$ cat src/rtl/dbg_bkpt_pkg.sv
package dbg_bkpt_pkg;
  localparam int NCAUSE = 3;

  typedef struct packed {
    logic cnt;
    logic ls;
    logic instr;
  } cause_t;
endpackage

$ cat src/rtl/dbg_bkpt_regs.sv
module dbg_bkpt_regs #(
  parameter int NI = 4,
  parameter int NL = 2,
  parameter int AW = 2,
  localparam int RW = 1 + ((NI > NL) ? NI : NL)
) (
  input  logic          clk,
  input  logic          rst,
  input  logic          wr_en,
  input  logic [AW-1:0] wr_addr,
  input  logic [RW-1:0] wr_data,
  input  logic          recov,
  input  logic          ihit,
  output logic          nomask,
  output logic [NL-1:0] ls_en,
  output logic [NI-1:0] i_en,
  output logic          skip_eff
);
  logic ifm, seen, recov_q, skip;
  logic wr_mode, wr_ictl, first_ev, rise_ev;

  assign wr_mode  = wr_en && (wr_addr == AW'(0));
  assign wr_ictl  = wr_en && (wr_addr == AW'(1));
  assign first_ev = wr_ictl && !seen;
  assign rise_ev  = recov && !recov_q && !nomask;
  // Skip as seen by this cycle's match: an enable event arms it at once.
  assign skip_eff = skip | (first_ev & wr_data[0]) | (rise_ev & ifm);

  always_ff @(posedge clk) begin
    if (rst) begin
      nomask  <= 1'b0;
      ls_en   <= '0;
      i_en    <= '0;
      ifm     <= 1'b0;
      seen    <= 1'b0;
      recov_q <= 1'b1;
      skip    <= 1'b0;
    end else begin
      recov_q <= recov;
      skip    <= ihit ? 1'b0 : skip_eff;
      if (wr_mode) begin
        nomask <= wr_data[0];
        ls_en  <= wr_data[1 +: NL];
      end
      if (wr_ictl) begin
        ifm  <= wr_data[0];
        i_en <= wr_data[1 +: NI];
        seen <= 1'b1;
      end
    end
  end
endmodule

$ cat src/rtl/dbg_bkpt_cnt.sv
module dbg_bkpt_cnt #(
  parameter int CW = 16
) (
  input  logic          clk,
  input  logic          rst,
  input  logic          load,
  input  logic [CW-1:0] load_val,
  input  logic          tick,
  output logic          expire
);
  logic [CW-1:0] cnt;

  assign expire = tick && !load && (cnt == CW'(1));

  always_ff @(posedge clk) begin
    if (rst)                      cnt <= '0;
    else if (load)                cnt <= load_val;
    else if (tick && cnt != '0)   cnt <= cnt - CW'(1);
  end
endmodule

$ cat src/rtl/dbg_bkpt_qual.sv
module dbg_bkpt_qual
  import dbg_bkpt_pkg::*;
#(
  parameter int NI   = 4,
  parameter int NL   = 2,
  parameter int NW   = 4,
  parameter int NCNT = 2,
  parameter int CW   = 16,
  localparam int AW  = $clog2(NCNT + 2),
  localparam int RW  = 1 + ((NI > NL) ? NI : NL)
) (
  input  logic              clk,
  input  logic              rst,
  input  logic              wr_en,
  input  logic [AW-1:0]     wr_addr,
  input  logic [CW-1:0]     wr_data,
  input  logic              recov_i,
  input  logic [NI-1:0]     imatch_i,
  input  logic [NL-1:0]     lsmatch_i,
  input  logic [NW-1:0]     wpmatch_i,
  output logic              bp_req_o,
  output logic [NCAUSE-1:0] bp_cause_o,
  output logic [NW-1:0]     wp_out_o,
  output logic              nonrestart_o
);
  logic          nomask, skip_eff, rec_ok, ihit, ifire, lfire, cfire;
  logic [NL-1:0] ls_en;
  logic [NI-1:0] i_en;
  logic [NCNT-1:0] expire;
  cause_t        cause_n, cause_q;

  assign rec_ok = nomask | recov_i;
  assign ihit   = (|(imatch_i & i_en)) & rec_ok;
  assign ifire  = ihit & ~skip_eff;
  assign lfire  = (|(lsmatch_i & ls_en)) & rec_ok;

  dbg_bkpt_regs #(.NI(NI), .NL(NL), .AW(AW)) u_regs (
    .clk(clk), .rst(rst), .wr_en(wr_en), .wr_addr(wr_addr),
    .wr_data(wr_data[RW-1:0]), .recov(recov_i), .ihit(ihit),
    .nomask(nomask), .ls_en(ls_en), .i_en(i_en), .skip_eff(skip_eff)
  );

  for (genvar k = 0; k < NCNT; k++) begin : g_cnt
    dbg_bkpt_cnt #(.CW(CW)) u_cnt (
      .clk(clk), .rst(rst),
      .load(wr_en && (wr_addr == AW'(k + 2))),
      .load_val(wr_data),
      .tick(wpmatch_i[k] & rec_ok),
      .expire(expire[k])
    );
  end

  assign cfire = |expire;

  always_comb begin
    cause_n.cnt   = cfire;
    cause_n.ls    = lfire;
    cause_n.instr = ifire;
  end

  always_ff @(posedge clk) begin
    if (rst) begin
      cause_q      <= '0;
      bp_req_o     <= 1'b0;
      wp_out_o     <= '0;
      nonrestart_o <= 1'b0;
    end else begin
      cause_q      <= cause_n;
      bp_req_o     <= |cause_n;
      wp_out_o     <= wpmatch_i;
      nonrestart_o <= nonrestart_o | (nomask & ~recov_i & (|cause_n));
    end
  end

  assign bp_cause_o = cause_q;
endmodule

$ cat config.mk
export PLATFORM = sky130hd
export DESIGN_NAME = dbg_bkpt_qual
export DESIGN_NICKNAME = d
export VERILOG_FILES = /design/src/rtl/dbg_bkpt_pkg.sv /design/src/rtl/dbg_bkpt_regs.sv /design/src/rtl/dbg_bkpt_cnt.sv /design/src/rtl/dbg_bkpt_qual.sv
export SDC_FILE = /design/constraint.sdc
export NUM_CORES = 1
export LEC_CHECK = 0
export BUFFER_PORTS_ARGS = -buffer_cell sky130_fd_sc_hd__buf_2
export CORE_AREA = 10 10 92 94
export DETAILED_ROUTE_END_ITERATION = 10
export DIE_AREA = 0 0 102 104
export GPL_TIMING_DRIVEN = 1
export PLACE_DENSITY = 0.67
export RECOVER_POWER = 50
export SYNTH_ARGS = -nofsm -noshare
export SYNTH_HDL_FRONTEND = slang
export SYNTH_HIERARCHICAL = 1
export SYNTH_SLANG_ARGS = --single-unit
$ cat constraint.sdc
create_clock -name clk -period 3.1 [get_ports clk]
set_input_delay 0.31 -clock clk [delete_from_list [all_inputs] [get_ports clk]]
set_output_delay 0.31 -clock clk [all_outputs]
set_load 0.005 [all_outputs]
# --- After elaboration in Yosys (flattened, before gate mapping) ---
# Index checks and enable logic that the tools add are counted.
word_totals:
  output_inout_bits: 9
  register_bits: 52
  word_cells: 71
  inputBits: 32
  mem_count: 0
  latchBits: 0
  ramBits: 0
  romBits: 0
op_classes:
  add_sub_neg: 2
  n_shift: 0
  n_lt_le_gt_ge: 0
  n_reduce_logical: 28
  n_bitwise: 17
  n_eq_ne: 5
  n_div: 0
  mux: 4
  mul: 0
op_table:
  columns: ["operator", "count"]
  rows:
  - ["16-bit two-way mux", 4]
  - ["16-bit by 1-bit equality test with 1-bit output (second input constant)", 2]
  - ["16-bit nonzero test", 2]
  - ["16-bit by 1-bit subtractor with 16-bit output (second input constant)", 2]
  - ["1-bit logical AND", 13]
  - ["1-bit bitwise AND", 9]
  - ["4-bit OR reduction", 2]
  - ["2-bit OR reduction", 3]
  - ["1-bit zero test", 5]
  - ["4-bit bitwise AND", 1]
  - ["2-bit equality test (second input constant)", 2]
  - ["1-bit bitwise OR", 4]
  - ["2-bit nonzero test", 2]
  - ["2-bit bitwise AND", 1]
  - ["2-bit by 1-bit equality test with 1-bit output (second input constant)", 1]
  - ["2-bit zero test", 1]
  - ["1-bit inverter", 2]

# --- Logic depth before layout (Yosys ltp) ---
depth:
  ltp_word: 11
  mapped_depth: 8
  mapped_depth_nobuf: 7

# --- By module ---
# Netlist, hierarchy kept.
modules_own_cells:
  columns: ["module", "instances", "cells_per_inst", "seq_area_each_um2", "area_each_um2"]
  rows:
  - ["dbg_bkpt_cnt", 2, 126, 320.3, 1056.0]
  - ["dbg_bkpt_regs", 1, 38, 220.2, 430.4]
  - ["dbg_bkpt_qual", 1, 35, 180.2, 352.8]

# --- Least setup slack after synthesis ---
# Ideal clock, no wire load.
synth_timing:
  kind: "register -> register"
  start: "register u_regs.nomask"
  end: "register g_cnt[0].u_cnt.cnt[13]"
  path_slack_ns: 0.615
  path_buffers: 0
  stages_incl_launch_ff: 7
  t_required_ns: 3.009
  arrival_ns: 2.394
  cell_sequence: "dfxtp_1 nor2_1 nor2b_1 or4b_1 or4_4 or4_1 a311oi_1"
synth_via:
  elab_chain_cells: 4
synth_rtl:
  columns: ["item", "line_no", "text"]
  rows:
  - ["from (decl)", "dbg_bkpt_regs.sv:14", "output logic nomask,"]
  - ["from (signal assigned)", "dbg_bkpt_regs.sv:42", "nomask <= wr_data[0];"]
  - ["1-bit bitwise OR", "dbg_bkpt_qual.sv:32", "assign rec_ok = nomask | recov_i;"]
  - ["1-bit bitwise AND", "dbg_bkpt_qual.sv:48", ".tick(wpmatch_i[k] & rec_ok),"]
  - ["1-bit logical AND", "dbg_bkpt_cnt.sv:18", "else if (tick && cnt != '0) cnt <= cnt - CW'(1);"]
  - ["2-bit nonzero test (no line)", null, null]
  - ["to (signal assigned)", "dbg_bkpt_cnt.sv:17", "else if (load) cnt <= load_val;"]
  - ["to (signal assigned)", "dbg_bkpt_cnt.sv:18", null]
  - ["to (decl)", "dbg_bkpt_cnt.sv:11", "logic [CW-1:0] cnt;"]
# Every way passes these cells.
# A chain may end at the register's enable or synchronous reset.

# --- Worst setup path after layout ---
layout_timing:
  start: "register u_regs.nomask"
  end: "register g_cnt[1].u_cnt.cnt[13]"
layout_via:
  elab_chain_cells: 4
layout_rtl:
  columns: ["item", "line_no"]
  rows:
  - ["1-bit bitwise OR", "dbg_bkpt_qual.sv:32"]
  - ["1-bit bitwise AND", "dbg_bkpt_qual.sv:48"]
  - ["1-bit logical AND", "dbg_bkpt_cnt.sv:18"]
  - ["2-bit nonzero test (no line)", null]
  - ["to (signal assigned)", "dbg_bkpt_cnt.sv:17"]
  - ["to (signal assigned)", "dbg_bkpt_cnt.sv:18"]
  - ["to (decl)", "dbg_bkpt_cnt.sv:11"]
# Every way passes these cells.

==> Implementation_results.wiki <==
{| class="wikitable"
! Metric !! Value
|-
| Initial cell density of the core || 0.433
|-
| Number of enable flip-flop cells after synthesis || 0
|-
| Number of buffers inserted for hold repair after clock tree synthesis || 0
|-
| Minimum clock period || between 2 and 3 ns
|-
| Sequential element share of the synthesized area || 0.360
|-
| Combinational cell fraction of total power || 0.266
|-
| Relative max-transition margin || -0.0170
|-
| Global placer's final weighted congestion || 0.846
|-
| CTS root buf || clkbuf_8
|-
| Post-DR vias/cell || 6.15
|-
| Global-route wire length before repair || roughly 12,000 um
|-
| Vias in the first global route || 2,497
|-
| Period utilisation layout || 0.904
|-
| Power per cell area || 505 mW/mm^2
|-
| DIE AREA || 0.0106 mm^2
|-
| Violations in the final reports || capacitance limit, slew limit
|-
| LEAKAGE || 1.21 nW
|-
| Number of library cell types mapped by synthesis || 51
|-
| Most common cell after layout, fill and taps aside || dfxtp_1
|-
| Clock tree from TritonCTS || yes
|-
| Count of filler cells inserted in the layout || 669
|-
| Critical register-to-register path startpoint || u_regs/nomask
|-
| Post-Synthesis Net Count || 361
|-
| Commonest cells after routing, fill and taps aside || dfxtp_1 (52), nor2_1 (41), buf_2 (30)
|-
| Required time at the worst-slack endpoint || 3.31 ns
|-
| Buffers inserted during post-CTS setup optimization || 0
|-
| Number of antenna repair diodes || 0
|-
| Setup crit start kind || register
|-
| Total global routing track utilization || 0.142
|-
| Cells resized by post-CTS repair || 0
|-
| Core ar. || 0.00668 mm^2
|-
| DR vias || 2,687
|-
| Number of max-slew violations in the final report || 38
|-
| First-pass iteration count of the detailed router || 4
|-
| Maximum ir drop on the vdd rail || 0.000235 V
|-
| CTS clk-pin slew, worst paths || 0.10 ns
|-
| Outcome || finished with violations
|-
| Setup repair after global routing missed its margin || false
|-
| Chip Height || 104 um
|-
| Routed len/inst || 16.8 um
|-
| Setup TNS Final || 0 ns
|-
| Std-Cell Rows || 30
|-
| Post-Synthesis Mean Instance Area || 8.91 um^2
|-
| Worst Hold Depth || 2
|-
| Number of synthesized register bits || 52
|-
| Number of antenna violations at the first check in global routing || 0
|-
| Cell area after technology mapping || about 0.0029 mm^2
|-
| Maximum clock rate || 357 MHz
|-
| Clock network latency to the later pin of the worst-skew pair || between 0.3 and 0.4 ns
|-
| Global route overflow || 0
|-
| Kind of critical path || reg -> reg
|-
| Hold Fails Final Rpt || 0
|-
| Min Hold Slack || 0.212 ns
|-
| Total of buffers placed on input and output ports || 40
|-
| H-tree Lvls || 2
|-
| Net count reported at finish || 392
|-
| Clock share of power || 0.244
|-
| Sequential share of power || 0.489
|-
| Min-delay worst type || in -> reg
|-
| Internal Dissipation || 1.07 mW
|-
| Data arrival time of the critical path || 3.01 ns
|-
| Switching power as a share of total power || 0.337
|-
| Source of the worst hold timing path || wpmatch_i[2]
|-
| YS warnings || 6
|-
| Synth async-reset ratio || 0
|-
| Setup slack of the most critical reg-to-reg path || ~0.3 ns
|-
| I/O Pins || 41
|-
| Transition time at the pin with the least slew margin || 1.53 ns
|-
| Endpoint of the worst register-to-register path || g_cnt[1].u_cnt/cnt[13]
|-
| Count of clock tree sinks || 52
|-
| Fraction of final layout cells with drive strength greater than 1 || 0.179
|-
| Routed Wire Length || between 7000 and 8000 um
|-
| # Max-Cap Violations || 1
|-
| Synth Flop Type || dfxtp_1
|-
| Final core utilization || 0.480
|-
| Synth Instances || between 300 and 400
|-
| Worst min-delay path endpoint || wp_out_o[2]
|-
| Net switching power || 546 uW
|-
| Worst reg-to-reg path cell count || 6
|-
| Maximum fanout along the worst path || 7
|-
| Largest net degree at the start of global routing || 38
|-
| Drt drc || 0
|-
| Num CTS Buffers || 5
|-
| Largest clock skew in the final design || around 0.0047 ns
|-
| Die X || ~100 um
|-
| Final setup fails || 0
|-
| Post-route antenna net violation count || 0
|-
| Area added between synthesis and finish || 10.8%
|-
| Post-detailed-placement half-perimeter wirelength || 5350 um
|-
| Drt initial violations || about 140
|-
| Crit end category || register
|-
| CTS max path bufs || 2
|}
==> through the flow <==
step	std cells	instance area (um^2)	power (mW)	worst slack [ns]
floorplan	325	2900	1.12	0.615
global placement	429	3150	1.23	0.407
detailed placement	429	3150	1.24	0.310
CTS	437	3240	1.63	0.331
global route	437	3210	1.73	0.112
finish	437	3210	1.62	0.296
==> state kept, by name, summed over array words and instances, names as in the netlist <==
register,count
g_cnt.u_cnt/cnt,32
nonrestart_o,1
u_regs/ls_en,2
u_regs/skip,1
u_regs/ifm,1
bp_req_o,1
bp_cause_o,3
u_regs/i_en,4
wp_out_o,4
u_regs/recov_q,1
u_regs/seen,1
u_regs/nomask,1
==> power groups by stage <==
stage	registers (mW)	clock network [mW]	logic [mW]
after global routing	0.805	0.441	0.481
after detailed placement	0.806	0	0.429
after global placement	0.805	0	0.425
after floorplan	0.778	0	0.342
after CTS	0.791	0.406	0.432
final	0.793	0.396	0.432
==> layout make-up <==
class / count / area [um^2] / share of cell area
clock inverters: 2 / 16.3 / 0.00507
well taps: 80 / 100 / 0.0312
inverters: 18 / 67.6 / 0.0211
clock buffers: 6 / 72.6 / 0.0226
repair buffers: 43 / 210 / 0.0655
multi-input cells: 236 / 1700 / 0.530
flip-flops and latches: 52 / 1040 / 0.324
==> worst max-delay path, cell delays in order, from the launching register on <==
cell and delay [ns]:
dfxtp_1 0.38, nor2_1 0.12, nor2b_1 0.38, or4b_1 0.60
or4_4 0.49, or4_1 0.48, a311oi_1 0.25
==> how the worst max path moves through the flow <==
| stage | from | depth (start not counted) | end |
|---|---|---|---|
| after floorplan | u_regs/nomask | 6 | g_cnt[0].u_cnt/cnt[13] |
| after global placement | recov_i | 7 | g_cnt[1].u_cnt/cnt[13] |
| after detailed placement | recov_i | 7 | g_cnt[1].u_cnt/cnt[13] |
| after CTS | u_regs/nomask | 6 | g_cnt[1].u_cnt/cnt[13] |
| after global routing | u_regs/nomask | 6 | g_cnt[1].u_cnt/cnt[13] |
| final | u_regs/nomask | 6 | g_cnt[1].u_cnt/cnt[13] |
==> Yosys cell counts, drive strengths merged, types with 5 or more instances <==
master  instances  area, um^2
a311oi         12         105
inv            18        67.6
nand2           7        26.3
a211oi         13        97.6
or4            18         150
or3b            6        52.6
clkbuf         17        63.8
mux2i          10         100
o21ai           6        30.0
dfxtp          52        1040
nor3b           5        53.8
a21oi           8        40.0
o31ai           8        60.1
or3             7        43.8
nor3           12        60.1
nor2           41         154
nor4           12        75.1
==> kinds of logic (layout without fill, tap and decap cells) <==
logic type                 after synthesis  count (layout)  synth area share
adders and majority gates                4               4            0.0173
muxes                                   10              10            0.0346
buffers and inverters                   37              69            0.0480
xor gates and xnor gates                 6               6            0.0182
DFF                                     52              52             0.360
and+or+nand+nor                        140             140             0.311
AOI/OAI and AO/OA                       76              76             0.211
==> routing by layer <==
| layer | vias up | track usage | wire (um) |
|---|---|---|---|
| met5 | - | 0 | 0 |
| met4 | 0 | 0.0333 | 63 |
| met3 | 8 | 0.0518 | 610 |
| met2 | 86 | 0.190 | 2980 |
| met1 | 1269 | 0.206 | 3690 |
| li1 | 1324 | - | - |
Power figures use the tool's default switching activity.
